`config.mk`:
```
export PLATFORM = sky130hd
export DESIGN_NAME = dram_mux_ctrl
export DESIGN_NICKNAME = d
export VERILOG_FILES = /design/src/rtl/dmx_pkg.sv /design/src/rtl/dmx_addr_latch.sv /design/src/rtl/dmx_rfsh_cnt.sv /design/src/rtl/dmx_seq.sv /design/src/rtl/dram_mux_ctrl.sv
export SDC_FILE = /design/constraint.sdc
export NUM_CORES = 1
export LEC_CHECK = 0
export ABC_CLOCK_PERIOD_IN_PS = 1700
export CAP_MARGIN = 20
export CORE_ASPECT_RATIO = 1.2
export CORE_UTILIZATION = 47
export CTS_CLUSTER_DIAMETER = 80
export DETAILED_ROUTE_END_ITERATION = 8
export DONT_BUFFER_PORTS = 1
export GPL_TIMING_DRIVEN = 0
export MAX_ROUTING_LAYER = met4
export PLACE_DENSITY = 0.61
export SLEW_MARGIN = 5
export SYNTH_ARGS = -nofsm -noshare
export SYNTH_HDL_FRONTEND = slang
export SYNTH_SLANG_ARGS = --single-unit
```
`constraint.sdc`:
```
create_clock -name clk -period 1.7 [get_ports clk]
set_input_delay 0.34 -clock clk [delete_from_list [all_inputs] [get_ports clk]]
set_output_delay 0.34 -clock clk [all_outputs]
set_load 0.02 [all_outputs]
```
`src/rtl/dmx_pkg.sv`:
```
package dmx_pkg;
  typedef enum logic [1:0] {
    ST_IDLE = 2'd0,
    ST_ROW  = 2'd1,
    ST_COL  = 2'd2,
    ST_RFSH = 2'd3
  } dmx_state_e;
endpackage

```
`src/rtl/dmx_addr_latch.sv`:
```
module dmx_addr_latch #(
  parameter int W = 20
) (
  input  logic         clk,
  input  logic         rst_n,
  input  logic         en,
  input  logic [W-1:0] d,
  output logic [W-1:0] q
);
  logic [W-1:0] hold_q, hold_d;

  always_comb hold_d = en ? d : hold_q;

  always_ff @(posedge clk or negedge rst_n) begin
    if (!rst_n) hold_q <= '0;
    else        hold_q <= hold_d;
  end

  // fall-through while enabled, stored value otherwise
  assign q = en ? d : hold_q;


  hold_value_chk: assert property (@(posedge clk) disable iff (!rst_n)
    (en ##1 !en) |-> (q == $past(d)));
endmodule

```
`src/rtl/dmx_rfsh_cnt.sv`:
```
module dmx_rfsh_cnt #(
  parameter int W = 9
) (
  input  logic         clk,
  input  logic         rst_n,
  input  logic         inc,
  output logic [W-1:0] cnt
);
  logic [W-1:0] cnt_q, cnt_d;

  always_comb cnt_d = inc ? cnt_q + 1'b1 : cnt_q;

  always_ff @(posedge clk or negedge rst_n) begin
    if (!rst_n) cnt_q <= '0;
    else        cnt_q <= cnt_d;
  end

  assign cnt = cnt_q;


  cnt_steady_chk: assert property (@(posedge clk) disable iff (!rst_n)
    !inc |=> $stable(cnt_q));
endmodule

```
`src/rtl/dmx_seq.sv`:
```
module dmx_seq
  import dmx_pkg::*;
#(
  parameter int ROW_CLKS  = 2,
  parameter int CAS_DLY   = 1,
  parameter int RFSH_CLKS = 3
) (
  input  logic clk,
  input  logic rst_n,
  input  logic auto_access,
  input  logic auto_refresh,
  input  logic ras_req,
  input  logic rfsh_req,
  output logic acc_act,
  output logic col_phase,
  output logic cas_auto,
  output logic rfsh_act,
  output logic rfsh_done
);
  localparam int TMAX1 = (ROW_CLKS > CAS_DLY + 1) ? ROW_CLKS : CAS_DLY + 1;
  localparam int TMAX  = (TMAX1 > RFSH_CLKS) ? TMAX1 : RFSH_CLKS;
  localparam int TW    = $clog2(TMAX + 1);

  dmx_state_e    st_q, st_d;
  logic [TW-1:0] tmr_q, tmr_d;
  logic          pend_q, pend_d;
  logic          rf_go, rf_start, rf_end;

  always_comb begin
    rf_go    = auto_refresh ? (pend_q | rfsh_req) : rfsh_req;
    rf_end   = auto_refresh ? (tmr_q == TW'(RFSH_CLKS - 1)) : !rfsh_req;
    st_d     = st_q;
    tmr_d    = tmr_q;
    rf_start = 1'b0;
    case (st_q)
      ST_IDLE: begin
        tmr_d = '0;
        if (ras_req)    st_d = ST_ROW;
        else if (rf_go) begin
          st_d     = ST_RFSH;
          rf_start = 1'b1;
        end
      end
      ST_ROW: begin
        if (!ras_req) st_d = ST_IDLE;
        else if (auto_access) begin
          if (tmr_q == TW'(ROW_CLKS - 1)) begin
            st_d  = ST_COL;
            tmr_d = '0;
          end else tmr_d = tmr_q + 1'b1;
        end
      end
      ST_COL: begin
        if (!ras_req) st_d = ST_IDLE;
        else if (tmr_q < TW'(CAS_DLY)) tmr_d = tmr_q + 1'b1;
      end
      default: begin
        if (rf_end) st_d = ST_IDLE;
        else if (auto_refresh) tmr_d = tmr_q + 1'b1;
      end
    endcase
    pend_d = (pend_q | (auto_refresh & rfsh_req)) & ~rf_start;
  end

  always_ff @(posedge clk or negedge rst_n) begin
    if (!rst_n) begin
      st_q   <= ST_IDLE;
      tmr_q  <= '0;
      pend_q <= 1'b0;
    end else begin
      st_q   <= st_d;
      tmr_q  <= tmr_d;
      pend_q <= pend_d;
    end
  end

  assign acc_act   = (st_q == ST_ROW) || (st_q == ST_COL);
  assign col_phase = (st_q == ST_COL);
  assign cas_auto  = (st_q == ST_COL) && (tmr_q == TW'(CAS_DLY));
  assign rfsh_act  = (st_q == ST_RFSH);
  assign rfsh_done = (st_q == ST_RFSH) && rf_end;


  col_after_row_chk: assert property (@(posedge clk) disable iff (!rst_n)
    (st_q == ST_COL) |-> ($past(st_q) == ST_ROW || $past(st_q) == ST_COL));


  rfsh_from_idle_chk: assert property (@(posedge clk) disable iff (!rst_n)
    (st_q == ST_RFSH) |-> ($past(st_q) == ST_RFSH || $past(st_q) == ST_IDLE));


  ext_rfsh_hold_chk: assert property (@(posedge clk) disable iff (!rst_n)
    (st_q == ST_RFSH && !auto_refresh && rfsh_req) |=> (st_q == ST_RFSH));
endmodule

```
`src/rtl/dram_mux_ctrl.sv`:
```
module dram_mux_ctrl #(
  parameter int MA_W      = 9,
  parameter int BANKS     = 4,
  parameter int ROW_CLKS  = 2,
  parameter int CAS_DLY   = 1,
  parameter int RFSH_CLKS = 3
) (
  input  logic                     clk,
  input  logic                     rst_n,
  input  logic                     auto_access,
  input  logic                     auto_refresh,
  input  logic                     latch_en,
  input  logic [2*MA_W-1:0]        addr_in,
  input  logic [$clog2(BANKS)-1:0] bank_in,
  input  logic                     ras_req,
  input  logic                     col_sel,
  input  logic                     cas_in,
  input  logic                     rfsh_req,
  output logic [MA_W-1:0]          ma,
  output logic [BANKS-1:0]         ras_n,
  output logic                     cas_n
);
  localparam int BW = $clog2(BANKS);
  localparam int AW = 2 * MA_W;
  localparam int LW = AW + BW;

  logic          rst_s1, sys_rst_n;
  logic [LW-1:0] lat_q;
  logic [AW-1:0] addr_l;
  logic [BW-1:0] bank_l;
  logic [MA_W-1:0] rcnt;
  logic acc_act, col_phase, cas_auto, rfsh_act, rfsh_done, use_col;

  // asynchronous assert, synchronous release
  always_ff @(posedge clk or negedge rst_n) begin
    if (!rst_n) begin
      rst_s1    <= 1'b0;
      sys_rst_n <= 1'b0;
    end else begin
      rst_s1    <= 1'b1;
      sys_rst_n <= rst_s1;
    end
  end

  dmx_addr_latch #(.W(LW)) u_latch (
    .clk(clk), .rst_n(sys_rst_n), .en(latch_en),
    .d({bank_in, addr_in}), .q(lat_q)
  );
  assign addr_l = lat_q[AW-1:0];
  assign bank_l = lat_q[LW-1:AW];

  dmx_rfsh_cnt #(.W(MA_W)) u_rcnt (
    .clk(clk), .rst_n(sys_rst_n), .inc(rfsh_done), .cnt(rcnt)
  );

  dmx_seq #(.ROW_CLKS(ROW_CLKS), .CAS_DLY(CAS_DLY), .RFSH_CLKS(RFSH_CLKS)) u_seq (
    .clk(clk), .rst_n(sys_rst_n), .auto_access(auto_access),
    .auto_refresh(auto_refresh), .ras_req(ras_req), .rfsh_req(rfsh_req),
    .acc_act(acc_act), .col_phase(col_phase), .cas_auto(cas_auto),
    .rfsh_act(rfsh_act), .rfsh_done(rfsh_done)
  );

  assign use_col = acc_act && (auto_access ? col_phase : col_sel);

  always_comb begin
    if (rfsh_act)     ma = rcnt;
    else if (use_col) ma = addr_l[AW-1:MA_W];
    else              ma = addr_l[MA_W-1:0];
  end

  for (genvar b = 0; b < BANKS; b++) begin : g_ras
    assign ras_n[b] = ~(rfsh_act | (acc_act & (bank_l == BW'(b))));
  end

  assign cas_n = ~(acc_act & (auto_access ? cas_auto : cas_in));


  one_bank_chk: assert property (@(posedge clk) disable iff (!sys_rst_n)
    acc_act |-> ($countones(~ras_n) == 1));


  rfsh_no_cas_chk: assert property (@(posedge clk) disable iff (!sys_rst_n)
    (ras_n == '0) |-> cas_n);
endmodule

```
Word-level counts from Yosys, hierarchy flattened
Cells that the tools add are included.

Word-level logic and storage cells: 83. Bits of input ports: 29. Output and inout port bits: 14. Register bits: 36.

Bitwise gates (word level): 19. Reduce and logical (&&, ||, !) cells: 11. Eq/ne operators: 17. Order comparisons: 1. Add/subtract/negate cells: 2. Muxes and demuxes: 26.

Operators by type and width (number): 2-bit 2-to-1 mux (14); 20-bit 2-to-1 mux (1); 9-bit 2-to-1 mux (2); 2-bit case mux with 3 select lines (2); 2-bit == test (second input constant) (5); 9-bit by 1-bit adder with 9-bit output (second input constant) (1); 2-bit inequality test (second input constant) (4); 4-bit nonzero test (2); 1-bit bitwise AND (7); 1-bit 2-to-1 mux (7); 2-bit by 1-bit == test with 1-bit output (second input constant) (3); 3-bit by 2-bit inequality test with 1-bit output (second input constant) (2); 1-bit NOT (6); 1-bit bitwise OR (6); 6-bit AND reduction (1); 5-bit AND reduction (1); 2-bit logical NOT (2); 4-bit inequality test (second input constant) (1); 1-bit logical AND (3); 3-bit inequality test (second input constant) (1); 2-bit by 1-bit adder with 2-bit output (second input constant) (1); 2-bit by 1-bit less-than comparator with 1-bit output (second input constant) (1); 2-bit by 1-bit inequality test with 1-bit output (second input constant) (1); 1-bit logical NOT (1); 1-bit logical OR (1).

Longest topological paths before layout
Gate-level depths: netlist (run 1).

Word-level depth: 7. Depth in mapped cells: 6.

By module
From an unflattened synthesis (run 1), not the netlist that was laid out.

Cell total of the unflattened synthesis: 171. Area, all modules: 1994.4 um^2.

By module, submodules not included: dmx_addr_latch (cells an instance 42, seq. area each 500.5 um^2, instances 1, area an instance 823.3 um^2); dmx_seq (cells an instance 47, seq. area each 125.1 um^2, instances 1, area an instance 431.7 um^2); dmx_rfsh_cnt (cells an instance 29, seq. area each 225.2 um^2, instances 1, area an instance 387.9 um^2); dram_mux_ctrl (cells an instance 53, seq. area each 50.0 um^2, instances 1, area an instance 351.6 um^2).

Worst setup path before layout (run 1)
Ideal clock, no wire load.

Path kind: reg2out. Start: reg u_seq.st_q[0]. End: out ma[0]. Data required time: 1.360 ns. Setup slack: -0.356 ns. Cell stages (with the launch flop): 7. Arrival: 1.716 ns. Path through: dfrtp_1 inv_1 ha_1 mux2_2 nand2_2 mux2i_1 o21ai_0.

Word-level cells in the longest chain between the ends: 5. Elaborated cells on any way between the ends: 8.

Ends and longest elaborated chain: from (decl) (RTL line dmx_seq.sv:24) `dmx_state_e st_q, st_d;`; from (signal assigned) (RTL line dmx_seq.sv:71) `st_q <= st_d;`; 2-bit == test or 2-bit by 1-bit == test with 1-bit output (tied branches) (RTL line dmx_seq.sv:77, dmx_seq.sv:78); 1-bit 2-to-1 mux or 1-bit logical OR (tied branches) (RTL line dram_mux_ctrl.sv:63, dmx_seq.sv:77); 1-bit logical AND (RTL line dram_mux_ctrl.sv:63) `assign use_col = acc_act && (auto_access ? col_phase : col_sel);`; 9-bit 2-to-1 mux (RTL line dram_mux_ctrl.sv:67) `else if (use_col) ma = addr_l[AW-1:MA_W];`; 9-bit 2-to-1 mux * (RTL line dram_mux_ctrl.sv:66) `if (rfsh_act) ma = rcnt;`; to (decl) (RTL line dram_mux_ctrl.sv:19) `output logic [MA_W-1:0] ma,`.

Every way passes the cells marked *; elsewhere a longest branch is shown, timed or not.

Worst setup path in the final report (run 1)
Start: reg u_seq.st_q[1]. End: out ma[0].

The elaborated chain is that of the path after synthesis.

==> impl_metrics.tcl, run 1 <==
set metrics [dict create \
    leakagePower_nw 1.00 \
    via_per_inst 5.50 \
    diodes 0 \
    grt_max_degree 19 \
    drt_wl_total_um 3710 \
    cp_max_fo 5 \
    final.setup.tns_ns -3.97 \
    drtIter0Drc 21 \
    num-nets-final 214 \
    io_buffers 0 \
    cp-start-kind "register" \
    core_region_area_um2 3690 \
    fin_ws_ns -0.346 \
    internal-power_w 0.00215 \
    pwr-share-seq_pct 31.2 \
    hold_class "in -> reg" \
    drcViolationCount 0 \
    netlist_instances 164 \
    initial_core_util_pct 50.1 \
    cp.arrival_ns 1.71 \
    critPathCaptureType "output port" \
    final_max_slew_viol_count 0 \
    track_usage_pct 21.2 \
    row_count 24 \
    rsz0062_at_grt "yes" \
    failed_checks "setup timing" \
    netlist_area_um2 1850 \
    power_switching_w 0.00150 \
    skew_ns 0.00335 \
    dp_hpwl_um 2730 \
    setup_violations 15 \
    vias 1259 \
    overflow 0 \
    tritoncts "yes" \
    cellPowerDensity_nw_per_um2 1590 \
    hold_viol_final 0 \
    ys_seq_elements 36 \
    ios 43 \
    cts_root_buf "clkbuf_8" \
    clock_sink_count 36 \
    gp_congestion 0.723 \
    max-cap-violations 0 \
    status "finished, violations left" \
    synth_compound_area_share_pct 7.97 \
    yosys_warnings 0 \
    worst-setup-path-type "reg -> out" \
    synth_top_family_by_area "multiplexers" \
    avgSynthCellArea_um2 11.3 \
    drt_pass1_iterations 4 \
    die_y_um 70.8 \
    p_sw_share_pct 41.1 \
    yosys.area_share.xor_xnor_pct 3.78 \
    fin_cells 229 \
    muxShareOfSynthArea_pct 20.3 \
    cts_buffers 5 \
    final.min_clock_period_ns 2.05 \
    crit_required_ns 1.36 \
    power_frac_clock_pct 16.9 \
    yosys.cell_types.count 32 \
    grt_pass1_wl_um 6280 \
    clk_latency_ns 0.28 \
    p_comb_share_pct 51.9 \
    yosysSeqAreaShare_pct 48.6 \
    layout-drive-gt1-share_pct 39.5 \
    htree_num_levels 2 \
    worst_pin_slew_ns 0.770 \
    fmax_ghz 0.489 \
    pre_cts_slack_ns -0.223 \
    grt_pass1_vias 1392 \
    hold_slack_ns 0.219 \
    timing.final.crit_share_pct 120 \
    peakVddDrop_mv 1.54 \
    area.growth.synth_to_final_pct 23.6 \
    wl_per_cell_um 16.2 \
    synth_simple_gate_area_share_pct 10.2 \
    n_fill_cell 319 \
    clkTransAtPathRegs_ns 0.07 \
    fin_area_um2 2290 \
    synthesis.nets 202 \
    placed_cells 217 \
    die_area_um2 4200 \
    synth-adder-area-share_pct 6.08 \
    antenna_found_initial 0 \
    ant_nets 0 \
    place_area_um2 2000 \
    maxSlewHeadroom_pct 48.7 \
    die_w_um 59.3 \
    clock_path_buffers 2 \
]
[stage by stage]
step | power, W | util [%]
3_3_place_gp | 0.00247 | 53.5
6_report | 0.00365 | 62.0
2_1_floorplan | 0.00229 | -
5_1_grt | 0.00389 | 62.0
4_1_cts | 0.00361 | 61.4
3_5_place_dp | 0.00254 | 54.2
[flip-flops by register name, summed over array words and instances (netlist names)]
register	count
u_seq.pend_q	1
u_seq.st_q	2
u_rcnt.cnt	9
sys_rst_n	1
u_seq.tmr_q	2
rst_s1	1
u_latch.hold_q	20
[power groups by stage]
| stage | Clock (W) | Combinational [W] | Sequential, W |
|---|---|---|---|
| finish | 0.000616 | 0.00189 | 0.00114 |
| global route | 0.000684 | 0.00204 | 0.00117 |
| CTS | 0.000635 | 0.00183 | 0.00114 |
| detailed placement | 0 | 0.00139 | 0.00115 |
| global placement | 0 | 0.00133 | 0.00114 |
| floorplan | 0 | 0.00117 | 0.00112 |
[critical path: stages (launching register included)]
cell	delay, ns
dfrtp_2	0.45
ha_4	0.17
mux2_4	0.32
nand2_8	0.12
mux2i_1	0.23
o21ai_2	0.13
[final timing paths]
| kind | from | to | slack, ns | cells past startpoint |
|---|---|---|---|---|
| hold reg to reg | sys_rst_n | u_latch.hold_q[18] | 0.32 | 0 |
| min in group asynchronous | rst_n | rst_s1 | 0.28 | 1 |
| setup reg to reg | u_seq.st_q[1] | u_seq.st_q[1] | -0.16 | 5 |
| setup / recovery | u_seq.st_q[1] | ma[0] | -0.35 | 5 |
| hold / removal | addr_in[12] | u_latch.hold_q[12] | 0.22 | 1 |
| max in group asynchronous | sys_rst_n | u_seq.st_q[1] | 0.82 | 1 |
[placed cells by master (no fill, tap or decap), types with 2 or more instances in the layout]
cell type   n
nor2b_1     2
clkbuf_8    6
buf_4       2
mux2_4      2
clkinv_2    2
o21ai_2    10
nand2_8     3
buf_2       2
xnor2_1     6
nor2_1      4
xor2_1      2
mux2i_1    12
a31oi_4     4
dfrtp_1    35
a21oi_1     2
clkbuf_4    2
inv_1       4
nand2_1    18
ha_1        6
ha_2        2
mux2i_2     2
nand3_1     4
mux2_2     19
nor2_2      2
inv_2       3
[per-layer routing]
metal	vias to the layer above	global-route usage (%)	share of wire [%]
met1	617	22.2	38
li1	598	-	-
met4	0	9.52	2.8
met3	11	6.22	4.8
met2	33	35.8	54
met5	-	-	0
[synth_stat cells]
| cell type | count | area (um2) |
|---|---|---|
| nand2_2 | 1 | 6.26 |
| a31oi_1 | 4 | 25.0 |
| a21oi_1 | 2 | 10.0 |
| and3_1 | 1 | 6.26 |
| or4b_4 | 1 | 13.8 |
| clkbuf_1 | 4 | 15.0 |
| or3_1 | 1 | 6.26 |
| nor3_1 | 1 | 5.00 |
| inv_1 | 7 | 26.3 |
| nand4_1 | 1 | 6.26 |
| nor2b_1 | 2 | 12.5 |
| ha_1 | 9 | 113 |
| nor2_1 | 4 | 15.0 |
| a32o_1 | 1 | 10.0 |
| mux2i_1 | 14 | 140 |
| a221oi_1 | 1 | 8.76 |
| nor2b_4 | 1 | 13.8 |
| dfrtp_1 | 36 | 901 |
| nor2_2 | 2 | 12.5 |
| o2bb2ai_1 | 1 | 8.76 |
| o211ai_1 | 1 | 7.51 |
| xor2_1 | 2 | 17.5 |
| o21ai_0 | 11 | 55.1 |
| xnor2_1 | 6 | 52.6 |
| a22oi_1 | 1 | 7.51 |
| conb_1 | 1 | 3.75 |
| mux2_2 | 21 | 236 |
| nand3_1 | 4 | 20.0 |
| a21o_1 | 1 | 7.51 |
| a21boi_0 | 1 | 7.51 |
| nand2_1 | 19 | 71.3 |
| buf_2 | 2 | 10.0 |
[logic make-up after synthesis]
group | after synthesis
adders and majority gates | 9
DFF | 36
AOI/OAI and AO/OA | 24
xor gates and xnor gates | 8
buffers and inverters | 13
and+or+nand+nor | 38
other | 1
muxes | 35
[final cells by class]
cell class,count,area (um2),share of cell area [%]
Multi-Input combinational cell,116,1090,47.7
Sequential cell,36,902,39.4
Clock buffer,6,82.6,3.61
Timing Repair Buffer,5,72.6,3.17
Tap cell,52,65.1,2.84
Buffer,5,40.0,1.75
Inverter,7,26.3,1.15
Clock inverter,2,10.0,0.437
[what timing repair did]
| item | CTS | global route |
|---|---|---|
| hold buffers | 1 | 0 |
| pin swaps | 5 | 2 |
| endpoints found under the hold margin | 2 | 0 |
| gates resized for setup | 29 | 6 |
| endpoints found under the setup margin | 21 | 21 |
| cloned | 1 | 0 |
| setup buffers | 3 | 0 |
Power figures use the tool's default switching activity.
==> run 2: changes to the inputs <==
--- a/config.mk
+++ b/config.mk
@@ -5,6 +5,7 @@
 export SDC_FILE = /design/constraint.sdc
 export NUM_CORES = 1
 export LEC_CHECK = 0
+export ABC_AREA = 1
 export ABC_CLOCK_PERIOD_IN_PS = 1700
 export CAP_MARGIN = 20
 export CORE_ASPECT_RATIO = 1.2
==> run 2 against run 1 <==
Effect of this change: the flow still finishes with violations (setup timing); die area grew 12%; combinational power increased by 31%; non-clock buffer count up 12; global-route usage grew 1.4 points; final cell count grew 59%; largest power group unchanged; register-to-register slack gained 0.26 ns.
==> impl_metrics.tcl, run 2 <==
set metrics [dict create \
    core_region_area_um2 4260 \
    hold_end "u_seq.pend_q" \
    vias 1829 \
    critPathCaptureType "output port" \
    worstReg2RegEnd "u_seq.st_q[1]" \
    antenna_found_initial 0 \
    cts_buffers 5 \
    fmax_ghz 0.512 \
    worstRegToRegCells 10 \
    yosys.cell_types.count 26 \
    yosys_warnings 0 \
    track_usage_pct 22.6 \
    clk_latency_ns 0.29 \
    overflow 0 \
    rsz0062_at_grt "yes" \
    gp_congestion 0.814 \
    drtIter0Drc 41 \
    avgSynthCellArea_um2 7.36 \
    status "finished, violations left" \
    synth_common_cells "89 x nand2_1, 53 x inv_1, 36 x dfrtp_1" \
    hold_depth 3 \
    rr_startpoint "u_seq.st_q[0]" \
    ant_nets 0 \
    clkTransAtPathRegs_ns 0.07 \
    leakagePower_nw 1.38 \
    grt_max_degree 35 \
    pre_cts_slack_ns -0.233 \
    setup_violations 14 \
    yosysMostFrequentCell "nand2_1" \
    wl_per_cell_um 13.4 \
    layout_commonest_cell "nand2_1" \
    path_cells "inv_2 -> ha_2 -> nand2_4 -> nand2_8 -> buf_4 -> nand3_4 -> nand3_4 -> nand2_4" \
    worst-setup-path-type "reg -> out" \
    final.setup.tns_ns -3.07 \
    place_area_um2 2150 \
    regMostFlops "u_latch.hold_q" \
    maxSlewHeadroom_pct 50.2 \
    grt_pass1_vias 1685 \
    synth_top_area_cell "dfrtp_1" \
    synthArstFlopShare_pct 100 \
    die_area_um2 4690 \
    num-nets-final 344 \
    cp_max_fo 6 \
    synthFlopType "dfrtp_1" \
    timing.final.crit_share_pct 115 \
    io_buffers 0 \
    ys_seq_elements 36 \
    synth_top_area_share_pct 43.4 \
    synth_edf_count 0 \
    final_cell_mix "72 x nand2_1, 50 x inv_1, 35 x dfrtp_1" \
    peakVddDrop_mv 0.756 \
    cp_slowest_cell "dfrtp_1" \
    hold_class "in -> reg" \
    cts_root_buf "clkbuf_8" \
    min_from "rfsh_req" \
    drcViolationCount 0 \
    area.growth.synth_to_final_pct 32.5 \
    fin_area_um2 2750 \
    max_stage_delay_ns 0.40 \
    worst_pin_slew_ns 0.746 \
    die_w_um 62.7 \
    dp_hpwl_um 3100 \
    failed_checks "setup timing" \
    die_y_um 74.8 \
    htree_num_levels 2 \
    grt_pass1_wl_um 7670 \
    netlist_area_um2 2080 \
    ios 43 \
    layout-drive-gt1-share_pct 26.4 \
    clock_path_buffers 2 \
    final_util_pct 64.6 \
    yosysSeqAreaShare_pct 43.4 \
    final_max_slew_viol_count 0 \
    synthesis.nets 320 \
    max-cap-violations 0 \
    skew_ns 0.00459 \
    diodes 0 \
    netlist_instances 282 \
    cp-start-kind "register" \
    largest_reg_flops 20 \
    final.min_clock_period_ns 1.95 \
    initial_core_util_pct 48.7 \
    clock_sink_count 36 \
    crit_required_ns 1.36 \
    fin_ws_ns -0.254 \
    drt_pass1_iterations 5 \
    cellPowerDensity_nw_per_um2 1590 \
    via_per_inst 5.04 \
    synth.top_cells.by_area "dfrtp_1 43%, nand2_1 16%, inv_1 9.6%" \
    row_count 26 \
    tritoncts "yes" \
    drt_wl_total_um 4870 \
    hold_viol_final 0 \
    cp.arrival_ns 1.61 \
    reg2reg_slack_ns 0.10 \
]
-- run 2: cell count changes after synthesis, sizes merged, moves of 11 or more --
cell   before  now
o21ai      11   22
mux2       21    0
mux2i      14    0
inv         7   55
nand3       4   28
nand2      20   90
-- run 2: worst max path at each step --
stage                       start        to  slack [ns]  depth (start not counted)
finish              u_seq.st_q[0]     ma[4]       -0.25                          8
global route        u_seq.st_q[0]     ma[4]       -0.31                          8
CTS                 u_seq.st_q[1]     ma[6]       -0.32                          7
detailed placement  u_seq.st_q[0]     ma[1]       -0.23                          8
global placement    u_seq.st_q[0]     ma[1]       -0.21                          8
floorplan           u_seq.st_q[0]  ras_n[0]       -0.05                          5
-- run 2: report_power, final --
part	switching, W	internal [W]
combinational	0.00147	0.000994
clock	0.000317	0.000435
sequential	0.000141	0.00101
total	0.00193	0.00244
-- run 2: cells by family (layout without fill, tap and decap cells) --
logic type | after synthesis | after routing | synth area share [%]
adder cells (fa/ha/maj) | 9 | 9 | 5.43
XOR/XNOR | 6 | 6 | 2.53
AND/OR/NAND/NOR | 138 | 140 | 28.4
buffers and inverters | 62 | 85 | 11.9
flip-flops | 36 | 36 | 43.4
AO/OA/AOI/OAI | 30 | 30 | 8.20
other | 1 | 1 | 0.181
-- run 2: through the flow --
stage,hold WS (ns),instances,power (W)
3_5_place_dp,0.0444,338,0.00253
5_1_grt,0.235,363,0.00466
4_1_cts,0.224,362,0.00408
6_report,0.232,363,0.00437
2_1_floorplan,0.0444,282,0.00226
3_3_place_gp,0.0444,338,0.00252
-- run 2: area by class of cell --
class	instances	area, um2
inverters	55	214
fillers	342	1510
clock inverters	2	35.0
repair buffers	15	121
plain buffers	7	77.6
multi-input cells	186	1260
well taps	56	70.1
flip-flops and latches	36	902
clock buffers	6	72.6
-- run 2: what timing repair did --
item,CTS,global route
hold buffers,1,0
gates resized for setup,57,22
buffers inserted,12,3
endpoints found under the hold margin,2,0
setup endpoints to repair,14,24
cloned,3,0
pin swaps,18,17
-- run 2: critical path: cells and delay by family (launching register included) --
family,cells,cell delay [ns]
flip-flops,1,0.40
buffers and inverters,2,0.22
AND/OR/NAND/NOR,5,0.50
adder cells (fa/ha/maj),1,0.21
-- run 2: per-layer routing --
metal	vias up	wire length [um]	global-route usage [%]
li1	913	-	-
met1	848	2020	25.1
met2	53	2470	38.2
met3	15	191	4.24
met4	0	192	13.7
met5	-	0	-
==> run 3: changes to the inputs <==
--- a/config.mk
+++ b/config.mk
@@ -14,7 +14,6 @@
 export DETAILED_ROUTE_END_ITERATION = 8
 export DONT_BUFFER_PORTS = 1
 export GPL_TIMING_DRIVEN = 0
-export MAX_ROUTING_LAYER = met4
 export PLACE_DENSITY = 0.61
 export SLEW_MARGIN = 5
 export SYNTH_ARGS = -nofsm -noshare
==> run 3 against run 2 <==
Effect of this change: the run still ends with setup timing left; final cell count unchanged; maximum frequency barely moved; clock power is 0.5% higher; sequential power is essentially flat; critical path depth unchanged; die area unchanged; critical path type unchanged; largest power group unchanged; highest routed layer unchanged.
==> impl_metrics.tcl, run 3 (same netlist as run 2, synthesis figures left out) <==
set metrics [dict create \
    status "finished, violations left" \
    failed_checks "setup timing" \
    setup_violations 14 \
    fin_cells 363 \
    peakVddDrop_mv 0.759 \
    initial_core_util_pct 48.7 \
    hold_viol_final 0 \
    grt_pass1_wl_um 7690 \
    final.min_clock_period_ns 1.95 \
    cellPowerDensity_nw_per_um2 1590 \
    startpoint "u_seq.st_q[0]" \
    clock_path_buffers 2 \
    leakagePower_nw 1.38 \
    track_usage_pct 21.9 \
    ios 43 \
    io_buffers 0 \
    fin_ws_ns -0.254 \
    cp.arrival_ns 1.61 \
    fin_area_um2 2750 \
    critPathCaptureType "output port" \
    clkTransAtPathRegs_ns 0.07 \
    wl_per_cell_um 13.5 \
    drcViolationCount 0 \
    gp_congestion 0.802 \
    min_from "rfsh_req" \
    clk_latency_ns 0.30 \
    layout-drive-gt1-share_pct 26.4 \
    layout_commonest_cell "nand2_1" \
    rsz0062_at_grt "yes" \
    vias 1814 \
    placed_cells 338 \
    antenna_found_initial 0 \
    cts_root_buf "clkbuf_8" \
    core_region_area_um2 4260 \
    drt_wl_total_um 4900 \
    dp_hpwl_um 3100 \
    timing.final.crit_share_pct 115 \
    rr_startpoint "u_seq.st_q[0]" \
    skew_ns 0.00745 \
    via_per_inst 5.00 \
    largest_reg_flops 20 \
    ant_nets 0 \
    htree_num_levels 2 \
    cts_buffers 5 \
    crit_required_ns 1.36 \
    place_area_um2 2150 \
    diodes 0 \
    fmax_ghz 0.512 \
    cp-start-kind "register" \
    hold_class "in -> reg" \
    die_area_um2 4690 \
    num-nets-final 344 \
    overflow 0 \
    final_max_slew_viol_count 0 \
    clock_sink_count 36 \
    cp_max_fo 6 \
    max-cap-violations 0 \
    grt_max_degree 35 \
    area.growth.synth_to_final_pct 32.5 \
    die_w_um 62.7 \
    drtIter0Drc 41 \
    row_count 26 \
    worst_pin_slew_ns 0.741 \
    final.setup.tns_ns -3.09 \
    die_y_um 74.8 \
    worst-setup-path-type "reg -> out" \
    regMostFlops "u_latch.hold_q" \
    maxSlewHeadroom_pct 50.6 \
    drt_pass1_iterations 4 \
    hold_slack_ns 0.231 \
    final_cell_mix "72 x nand2_1, 50 x inv_1, 35 x dfrtp_1" \
    grt_pass1_vias 1677 \
    tritoncts "yes" \
]
run 3: cell counts in the layout (fill, tap and decap cells not counted):
No cell type changed its count.
run 3: layer usage:
layer / global-route usage [%] / part of all wire [%] / wire, um
met5: 0 / 0 / 0
met4: 13.7 / 3.8 / 185
met3: 4.55 / 4.1 / 203
met2: 38.2 / 50 / 2460
met1: 25.0 / 42 / 2050
run 3: final timing paths:
check	end	slack, ns	cells past startpoint
min in group asynchronous	rst_s1	0.27	1
min	u_seq.pend_q	0.23	3
min reg2reg	u_latch.hold_q[8]	0.34	0
max in group asynchronous	u_seq.st_q[0]	0.89	0
max reg2reg	u_seq.st_q[1]	0.10	10
max	ma[4]	-0.25	8
run 3: report_power, final:
part           internal (W)  switching [W]  leakage (nW)
Clock              0.000435       0.000321        0.0552
Sequential          0.00101       0.000143         0.416
Combinational      0.000994        0.00147         0.907
Total               0.00244        0.00194          1.38
run 3: final cells by class:
class / count / area [um2]
Timing Repair Buffer: 15 / 121
Fill cell: 342 / 1510
Inverter: 55 / 214
Clock inverter: 2 / 35.0
Sequential cell: 36 / 902
Tap cell: 56 / 70.1
Buffer: 7 / 77.6
Clock buffer: 6 / 72.6
Multi-Input combinational cell: 186 / 1260
run 3: critical path, cell delays in order, from the launching register on:
cell and delay, ns:
dfrtp_1 0.40, inv_2 0.09, ha_2 0.21, nand2_4 0.09, nand2_8 0.12, buf_4 0.13, nand3_4 0.09, nand3_4 0.12
nand2_4 0.07
run 3: per-stage QoR:
stage                     worst slack [ns]  power, W  util [%]
after floorplan                    -0.0545   0.00226         -
after detailed placement            -0.233   0.00253      50.5
after global placement              -0.212   0.00252      50.5
final                               -0.254   0.00438      64.6
after global routing                -0.316   0.00466      64.6
after CTS                           -0.319   0.00408      62.0
run 3: what timing repair did:
action,4_1_cts,5_1_grt
hold buffers,1,0
cloned,3,0
endpoints found under the setup margin,14,24
gates resized for setup,57,22
setup buffers,12,3
pin swaps,18,17
endpoints found under the hold margin,2,0
